===== config.mk =====
export PLATFORM = sky130hd
export DESIGN_NAME = irq_contend_arb
export DESIGN_NICKNAME = d
export VERILOG_FILES = /design/src/rtl/irq_arb_pkg.sv /design/src/rtl/contend_slice.sv /design/src/rtl/contend_result.sv /design/src/rtl/irq_contend_arb.sv
export SDC_FILE = /design/constraint.sdc
export NUM_CORES = 1
export LEC_CHECK = 0
export BUFFER_PORTS_ARGS = -buffer_cell sky130_fd_sc_hd__buf_2
export CAP_MARGIN = 0
export CELL_PAD_IN_SITES_DETAIL_PLACEMENT = 1
export CELL_PAD_IN_SITES_GLOBAL_PLACEMENT = 2
export CORE_ASPECT_RATIO = 1.4
export CORE_UTILIZATION = 35
export DETAILED_ROUTE_END_ITERATION = 10
export PLACE_DENSITY = 0.77
export SLEW_MARGIN = 20
export SYNTH_ARGS = -nofsm -noshare
export SYNTH_HDL_FRONTEND = slang
export SYNTH_HIERARCHICAL = 1
export SYNTH_SLANG_ARGS = --single-unit

===== constraint.sdc =====
create_clock -name clk -period 7.1 [get_ports clk]
set_input_delay 1.42 -clock clk [delete_from_list [all_inputs] [get_ports clk]]
set_output_delay 1.42 -clock clk [all_outputs]
set_load 0.01 [all_outputs]

===== src/rtl/irq_arb_pkg.sv =====
package irq_arb_pkg;
    typedef enum logic [1:0] {
        ST_IDLE = 2'd0,
        ST_RUN  = 2'd1,
        ST_HOLD = 2'd2
    } arb_state_e;
endpackage


===== src/rtl/contend_slice.sv =====
// One source's participation in bitwise contention on the shared line.
module contend_slice #(
    parameter int ID_W  = 4,
    parameter int BIT_W = 2
) (
    input  logic [ID_W-1:0]  id_i,
    input  logic [BIT_W-1:0] bit_idx_i,
    input  logic             alive_i,
    input  logic             line_i,
    output logic             drive_o,
    output logic             alive_o
);
    logic my_bit;

    always_comb begin
        my_bit  = id_i[bit_idx_i];
        drive_o = alive_i & my_bit;
        // drop out when the line shows a 1 that this source did not drive
        alive_o = alive_i & (my_bit | ~line_i);
    end
endmodule


===== src/rtl/contend_result.sv =====
// Turns the survivor set into grant and flags.
module contend_result #(
    parameter int N_SRC = 6,
    parameter int ID_W  = 4
) (
    input  logic [N_SRC-1:0]      alive_i,
    input  logic [N_SRC*ID_W-1:0] ids_i,
    output logic [N_SRC-1:0]      grant_o,
    output logic                  spur_o,
    output logic                  dup_o,
    output logic [ID_W-1:0]       win_o
);
    localparam int CNT_W = $clog2(N_SRC + 1);

    logic [CNT_W-1:0] cnt;

    always_comb begin
        cnt   = '0;
        win_o = '0;
        for (int i = 0; i < N_SRC; i++) begin
            if (alive_i[i]) begin
                cnt   = cnt + CNT_W'(1);
                win_o = win_o | ids_i[i*ID_W +: ID_W];
            end
        end
        spur_o  = (cnt == '0) || (win_o == '0);
        dup_o   = !spur_o && (cnt > CNT_W'(1));
        grant_o = (!spur_o && !dup_o) ? alive_i : '0;
    end
endmodule


===== src/rtl/irq_contend_arb.sv =====
module irq_contend_arb
    import irq_arb_pkg::*;
#(
    parameter int N_SRC = 6,
    parameter int ID_W  = 4,
    parameter int LVL_W = 3
) (
    input  logic                   clk,
    input  logic                   rst_n,
    input  logic                   ack_i,
    input  logic [LVL_W-1:0]       ack_lvl_i,
    input  logic [N_SRC-1:0]       src_req_i,
    input  logic [N_SRC*LVL_W-1:0] src_lvl_i,
    input  logic [N_SRC*ID_W-1:0]  src_id_i,
    output logic                   done_o,
    output logic [N_SRC-1:0]       grant_o,
    output logic                   spurious_o,
    output logic                   dup_err_o,
    output logic [ID_W-1:0]        win_id_o
);
    localparam int BIT_W = (ID_W > 1) ? $clog2(ID_W) : 1;
    localparam logic [BIT_W-1:0] TOP_BIT = BIT_W'(ID_W - 1);

    typedef struct packed {
        arb_state_e             st;
        logic [BIT_W-1:0]       bit_idx;
        logic [N_SRC-1:0]       alive;
        logic [N_SRC*ID_W-1:0]  ids;
        logic [N_SRC-1:0]       grant;
        logic                   spur;
        logic                   dup;
        logic [ID_W-1:0]        win;
    } arb_reg_t;

    arb_reg_t r_d, r_q;

    logic [N_SRC-1:0] match;
    logic [N_SRC-1:0] drive;
    logic [N_SRC-1:0] keep;
    logic             wired;
    logic [N_SRC-1:0] ev_grant;
    logic             ev_spur;
    logic             ev_dup;
    logic [ID_W-1:0]  ev_win;

    for (genvar i = 0; i < N_SRC; i++) begin : g_src
        assign match[i] = src_req_i[i] &&
                          (src_lvl_i[i*LVL_W +: LVL_W] == ack_lvl_i);

        contend_slice #(.ID_W(ID_W), .BIT_W(BIT_W)) u_slice (
            .id_i      (r_q.ids[i*ID_W +: ID_W]),
            .bit_idx_i (r_q.bit_idx),
            .alive_i   (r_q.alive[i]),
            .line_i    (wired),
            .drive_o   (drive[i]),
            .alive_o   (keep[i])
        );
    end

    assign wired = |drive;

    contend_result #(.N_SRC(N_SRC), .ID_W(ID_W)) u_result (
        .alive_i (keep),
        .ids_i   (r_q.ids),
        .grant_o (ev_grant),
        .spur_o  (ev_spur),
        .dup_o   (ev_dup),
        .win_o   (ev_win)
    );

    always_comb begin
        r_d = r_q;
        unique case (r_q.st)
            ST_IDLE: begin
                if (ack_i) begin
                    r_d.st      = ST_RUN;
                    r_d.bit_idx = TOP_BIT;
                    r_d.alive   = match;
                    r_d.ids     = src_id_i;
                end
            end
            ST_RUN: begin
                if (!ack_i) begin
                    r_d.st    = ST_IDLE;
                    r_d.alive = '0;
                end else begin
                    r_d.alive = keep;
                    if (r_q.bit_idx == '0) begin
                        r_d.st    = ST_HOLD;
                        r_d.grant = ev_grant;
                        r_d.spur  = ev_spur;
                        r_d.dup   = ev_dup;
                        r_d.win   = ev_win;
                    end else begin
                        r_d.bit_idx = r_q.bit_idx - BIT_W'(1);
                    end
                end
            end
            ST_HOLD: begin
                if (!ack_i) begin
                    r_d.st    = ST_IDLE;
                    r_d.alive = '0;
                    r_d.grant = '0;
                    r_d.spur  = 1'b0;
                    r_d.dup   = 1'b0;
                    r_d.win   = '0;
                end
            end
            default: r_d.st = ST_IDLE;
        endcase
    end

    always_ff @(posedge clk or negedge rst_n) begin
        if (!rst_n) begin
            r_q <= '{st: ST_IDLE, default: '0};
        end else begin
            r_q <= r_d;
        end
    end

    assign done_o     = (r_q.st == ST_HOLD);
    assign grant_o    = r_q.grant;
    assign spurious_o = r_q.spur;
    assign dup_err_o  = r_q.dup;
    assign win_id_o   = r_q.win;

    assert_grant_onehot_R5: assert property (@(posedge clk) disable iff (!rst_n)
        $onehot0(grant_o));

    assert_grant_nonzero_id_R3: assert property (@(posedge clk) disable iff (!rst_n)
        (grant_o != '0) |-> (win_id_o != '0));

    assert_spur_nogrant_R6: assert property (@(posedge clk) disable iff (!rst_n)
        spurious_o |-> (grant_o == '0) && !dup_err_o);

    assert_dup_nogrant_R7: assert property (@(posedge clk) disable iff (!rst_n)
        dup_err_o |-> (grant_o == '0));

    assert_quiet_before_done_R4: assert property (@(posedge clk) disable iff (!rst_n)
        !done_o |-> (grant_o == '0) && !spurious_o && !dup_err_o);

    assert_hold_R8: assert property (@(posedge clk) disable iff (!rst_n)
        (done_o && ack_i) |=> done_o && $stable(grant_o) && $stable(win_id_o)
                              && $stable(spurious_o) && $stable(dup_err_o));

    assert_release_R8: assert property (@(posedge clk) disable iff (!rst_n)
        !ack_i |=> !done_o);
endmodule


==> impl_metrics.py <==
metrics = {
    "logic_synthesis": {
        "yosys.area_share.simple_pct": 15.5,
        "synthArstFlopShare_pct": 100,
        "syn_area_mm2": 0.00313,
        "yosys_most_used_dff": "dfrtp_1",
        "synth-edff-count": 0,
        "yosysSeqAreaShare_pct": 36.8,
        "muxShareOfSynthArea_pct": 13.3,
        "synth_compound_area_share_pct": 14.4,
        "syn_nets": 352,
        "synth_top_family_by_area": "simple AND/OR/NAND/NOR gates",
        "yosys.area_share.adder_pct": 4.00,
        "synth-seq-cells": 46,
        "synth_xor_area_share_pct": 7.99,
        "syn_area_per_cell_um2": 10.9,
        "yosys_warnings": 6,
        "synth_cell_types": 46,
        "synthCells": 288,
    },
    "worst_setup_path": {
        "cp_num_cells": 22,
        "reg2reg_depth": 22,
        "cp-start-kind": "flop",
        "critPathMaxFanout": 10,
        "path_class": "flop to flop",
        "crit_chain": "mux4_2 > and2_1 > nor4_1 > nand2_1 > inv_1 > o21a_1 > inv_1 > ha_1 > xor2_1 > ha_1 > nand2_1 > o21ai_0 > ha_1 > nand2_1 > or3b_2 > ha_1 > nand2_1 > xor2_1 > xnor2_1 > nor4_1 > nor3b_1 > a31o_2",
        "rr_startpoint": "r_q[42]$_DFFE_PN0P_",
        "crit_path_start": "r_q[42]$_DFFE_PN0P_",
        "max_stage_delay_ps": 610,
        "end_kind": "flop",
        "critPathSlowestCell": "dfrtp_1",
        "required_ps": 7280,
        "cp-endpoint": "grant_o[2]$_DFFE_PN0P_",
        "rrSetupSlack_ps": 1330,
        "worstPathArrival_ps": 5950,
        "worst-path-buf-inv": 2,
        "crit_family": "simple AND/OR/NAND/NOR gates",
        "r2r_end": "grant_o[2]$_DFFE_PN0P_",
    },
    "finish": {
        "final_common_cell": "buf_2",
        "fin_nets": 398,
        "syn2layout_area_growth_pct": 13.3,
        "final_cell_mix": "buf_2, dfrtp_1, xor2_1",
        "final_cells": 440,
        "fin_util_pct": 41.2,
        "drive_above_1_share_pct": 33.1,
        "antennaDiodeCount": 0,
        "fill_cells": 961,
    },
    "floorplanning": {
        "design.die.area_mm2": 0.00933,
        "start_util_pct": 36.4,
        "core_mm2": 0.00861,
        "die_w_um": 81.9,
        "rows": 40,
        "num_io_pins": 67,
        "fp.dieH_um": 114,
    },
    "drt": {
        "routed_wl_mm": 7.61,
        "firstDrtPassIters": 4,
        "wl_per_cell_um": 17.3,
        "drcViolationCount": 0,
        "drt_iter0_markers": 51,
        "viasPerCell": 5.35,
        "vias": 2353,
        "antenna_left": 0,
    },
    "timing": {
        "hold_viol": 0,
        "finalSetupViolations": 0,
        "rsz0062_at_grt": "false",
        "finalMaxSlewViolations": 0,
        "max_freq_mhz": 173,
        "relSlewSlack_pct": 43.6,
        "fin_crit_sh_pct": 81.3,
        "tightest_slew_ps": 845,
        "period_needed_ps": 5770,
        "fin_setup_tns_ps": 0,
        "fin_worst_skew_ps": 5.96,
    },
    "power": {
        "power_frac_seq_pct": 26.5,
        "internal_power_uw": 1010,
        "ir_drop_v": 0.000217,
        "leakage_uw": 0.00166,
        "combPwrFrac_pct": 60.2,
        "powerDensity_mw_per_mm2": 504,
        "p_sw_uw": 777,
        "p_sw_share_pct": 43.4,
        "clkPwrFrac_pct": 13.2,
    },
    "clock_tree": {
        "post_cts_buffers": 0,
        "hold_buffers": 0,
        "clk_path_buf_depth": 2,
        "clk_pin_slew_ps": 60,
        "cts_htree_levels": 2,
        "clock-sinks": 46,
        "cts_tree": "done",
        "cts_resized": 0,
        "cts_made_buffers": 5,
        "cts_root_buf": "clkbuf_16",
        "clkLatencyLatePin_ps": 290,
    },
    "global_routing": {
        "grt_max_degree": 47,
        "overflow": 0,
        "antenna_found_initial": 0,
        "grt_use_total_pct": 18.3,
        "first_global_vias": 2565,
        "grt_pass1_wl_mm": 12.8,
    },
    "place": {
        "place_hpwl_mm": 5.96,
        "io_buffers": 66,
        "dp_cells": 432,
        "globalplace.congestion": 0.781,
    },
    "min_path": {
        "hp-start": "win_id_o[2]$_DFFE_PN0P_",
        "hold_class": "flop to flop",
    },
    "job": {
        "drv_cap": 0,
    },
    "run_status": {
        "outcome": "complete, no violations",
    },
}
## worst reg2reg max path, delay by kind of cell, from the launching register on
kind / cells / cell delay, ps
mux: 1 / 580
xor+xnor: 3 / 790
compound gates: 3 / 690
flops: 1 / 610
fa+ha+maj: 4 / 1170
buf+inv: 2 / 180
simple gates: 9 / 1640
## sequential cells by signal (all words and copies together), names as in the netlist
name / cells
win_id_o: 4
r_q: 34
grant_o: 6
dup_err_o: 1
spurious_o: 1
## per-layer routing
metal	wire length, µm	vias up	track usage (%)
li1	-	1126	-
met1	3160	1160	21.1
met2	3930	55	32.5
met3	380	12	4.08
met4	144	0	5.96
met5	0	-	0
## synth_stat cells (3+ instances only)
cell / n / area [µm²]
a22oi_1: 16 / 120
o21a_1: 8 / 60.1
buf_6: 6 / 67.6
xor2_1: 21 / 184
buf_4: 10 / 75.1
nor2_1: 12 / 45.0
nor4_1: 13 / 81.3
mux2_1: 20 / 225
mux4_2: 6 / 135
nand2_1: 15 / 56.3
buf_2: 8 / 40.0
inv_1: 15 / 56.3
and2_1: 6 / 37.5
a21oi_1: 10 / 50.1
a31o_2: 12 / 105
nor3b_1: 12 / 90.1
o21ai_0: 5 / 25.0
ha_1: 10 / 125
dfrtp_1: 46 / 1150
mux2_2: 5 / 56.3
nand3_1: 3 / 15.0
## area by class of cell
class                      count  area, µm²  share of cell area, %
clock buffer                   7        143                   4.02
tap                          105        131                   3.70
inverter                      15       56.3                   1.59
timing repair buffer          66        333                   9.38
sequential                    46       1150                   32.4
multi-input combinational    200       1730                   48.7
clock inverter                 1       5.00                  0.141
## cell families (layout without fill, tap and decap cells)
| family | Yosys count | in the layout |
|---|---|---|
| and+or+nand+nor | 76 | 76 |
| AOI/OAI and AO/OA | 58 | 58 |
| DFF | 46 | 46 |
| buffers and inverters | 42 | 89 |
| muxes | 31 | 31 |
| xor gates and xnor gates | 25 | 25 |
| adders and majority gates | 10 | 10 |
## per-stage QoR
stage	power [µW]	hold slack [ps]	setup slack [ps]	area, µm²
5_1_grt	1960	526	844	3550
4_1_cts	1820	512	1320	3550
6_report	1790	508	1330	3550
2_1_floorplan	1340	482	2080	3130
3_3_place_gp	1540	494	1530	3400
3_5_place_dp	1570	497	1360	3400
## power groups by stage
stage          clock [µW]  combinational, µW  sequential, µW
5_1_grt               254               1210             490
2_1_floorplan           0                907             431
3_3_place_gp            0               1060             477
4_1_cts               246               1090             476
3_5_place_dp            0               1090             479
6_report              237               1080             475
## worst min path at each step
stage / endpoint / depth (start not counted)
2_1_floorplan: r_q[34]$_DFFE_PN0P_ / 1
3_3_place_gp: grant_o[1]$_DFFE_PN0P_ / 1
3_5_place_dp: win_id_o[2]$_DFFE_PN0P_ / 1
6_report: win_id_o[2]$_DFFE_PN0P_ / 1
5_1_grt: grant_o[1]$_DFFE_PN0P_ / 1
4_1_cts: win_id_o[2]$_DFFE_PN0P_ / 1
Note: power is estimated with default switching activity, not from simulation.
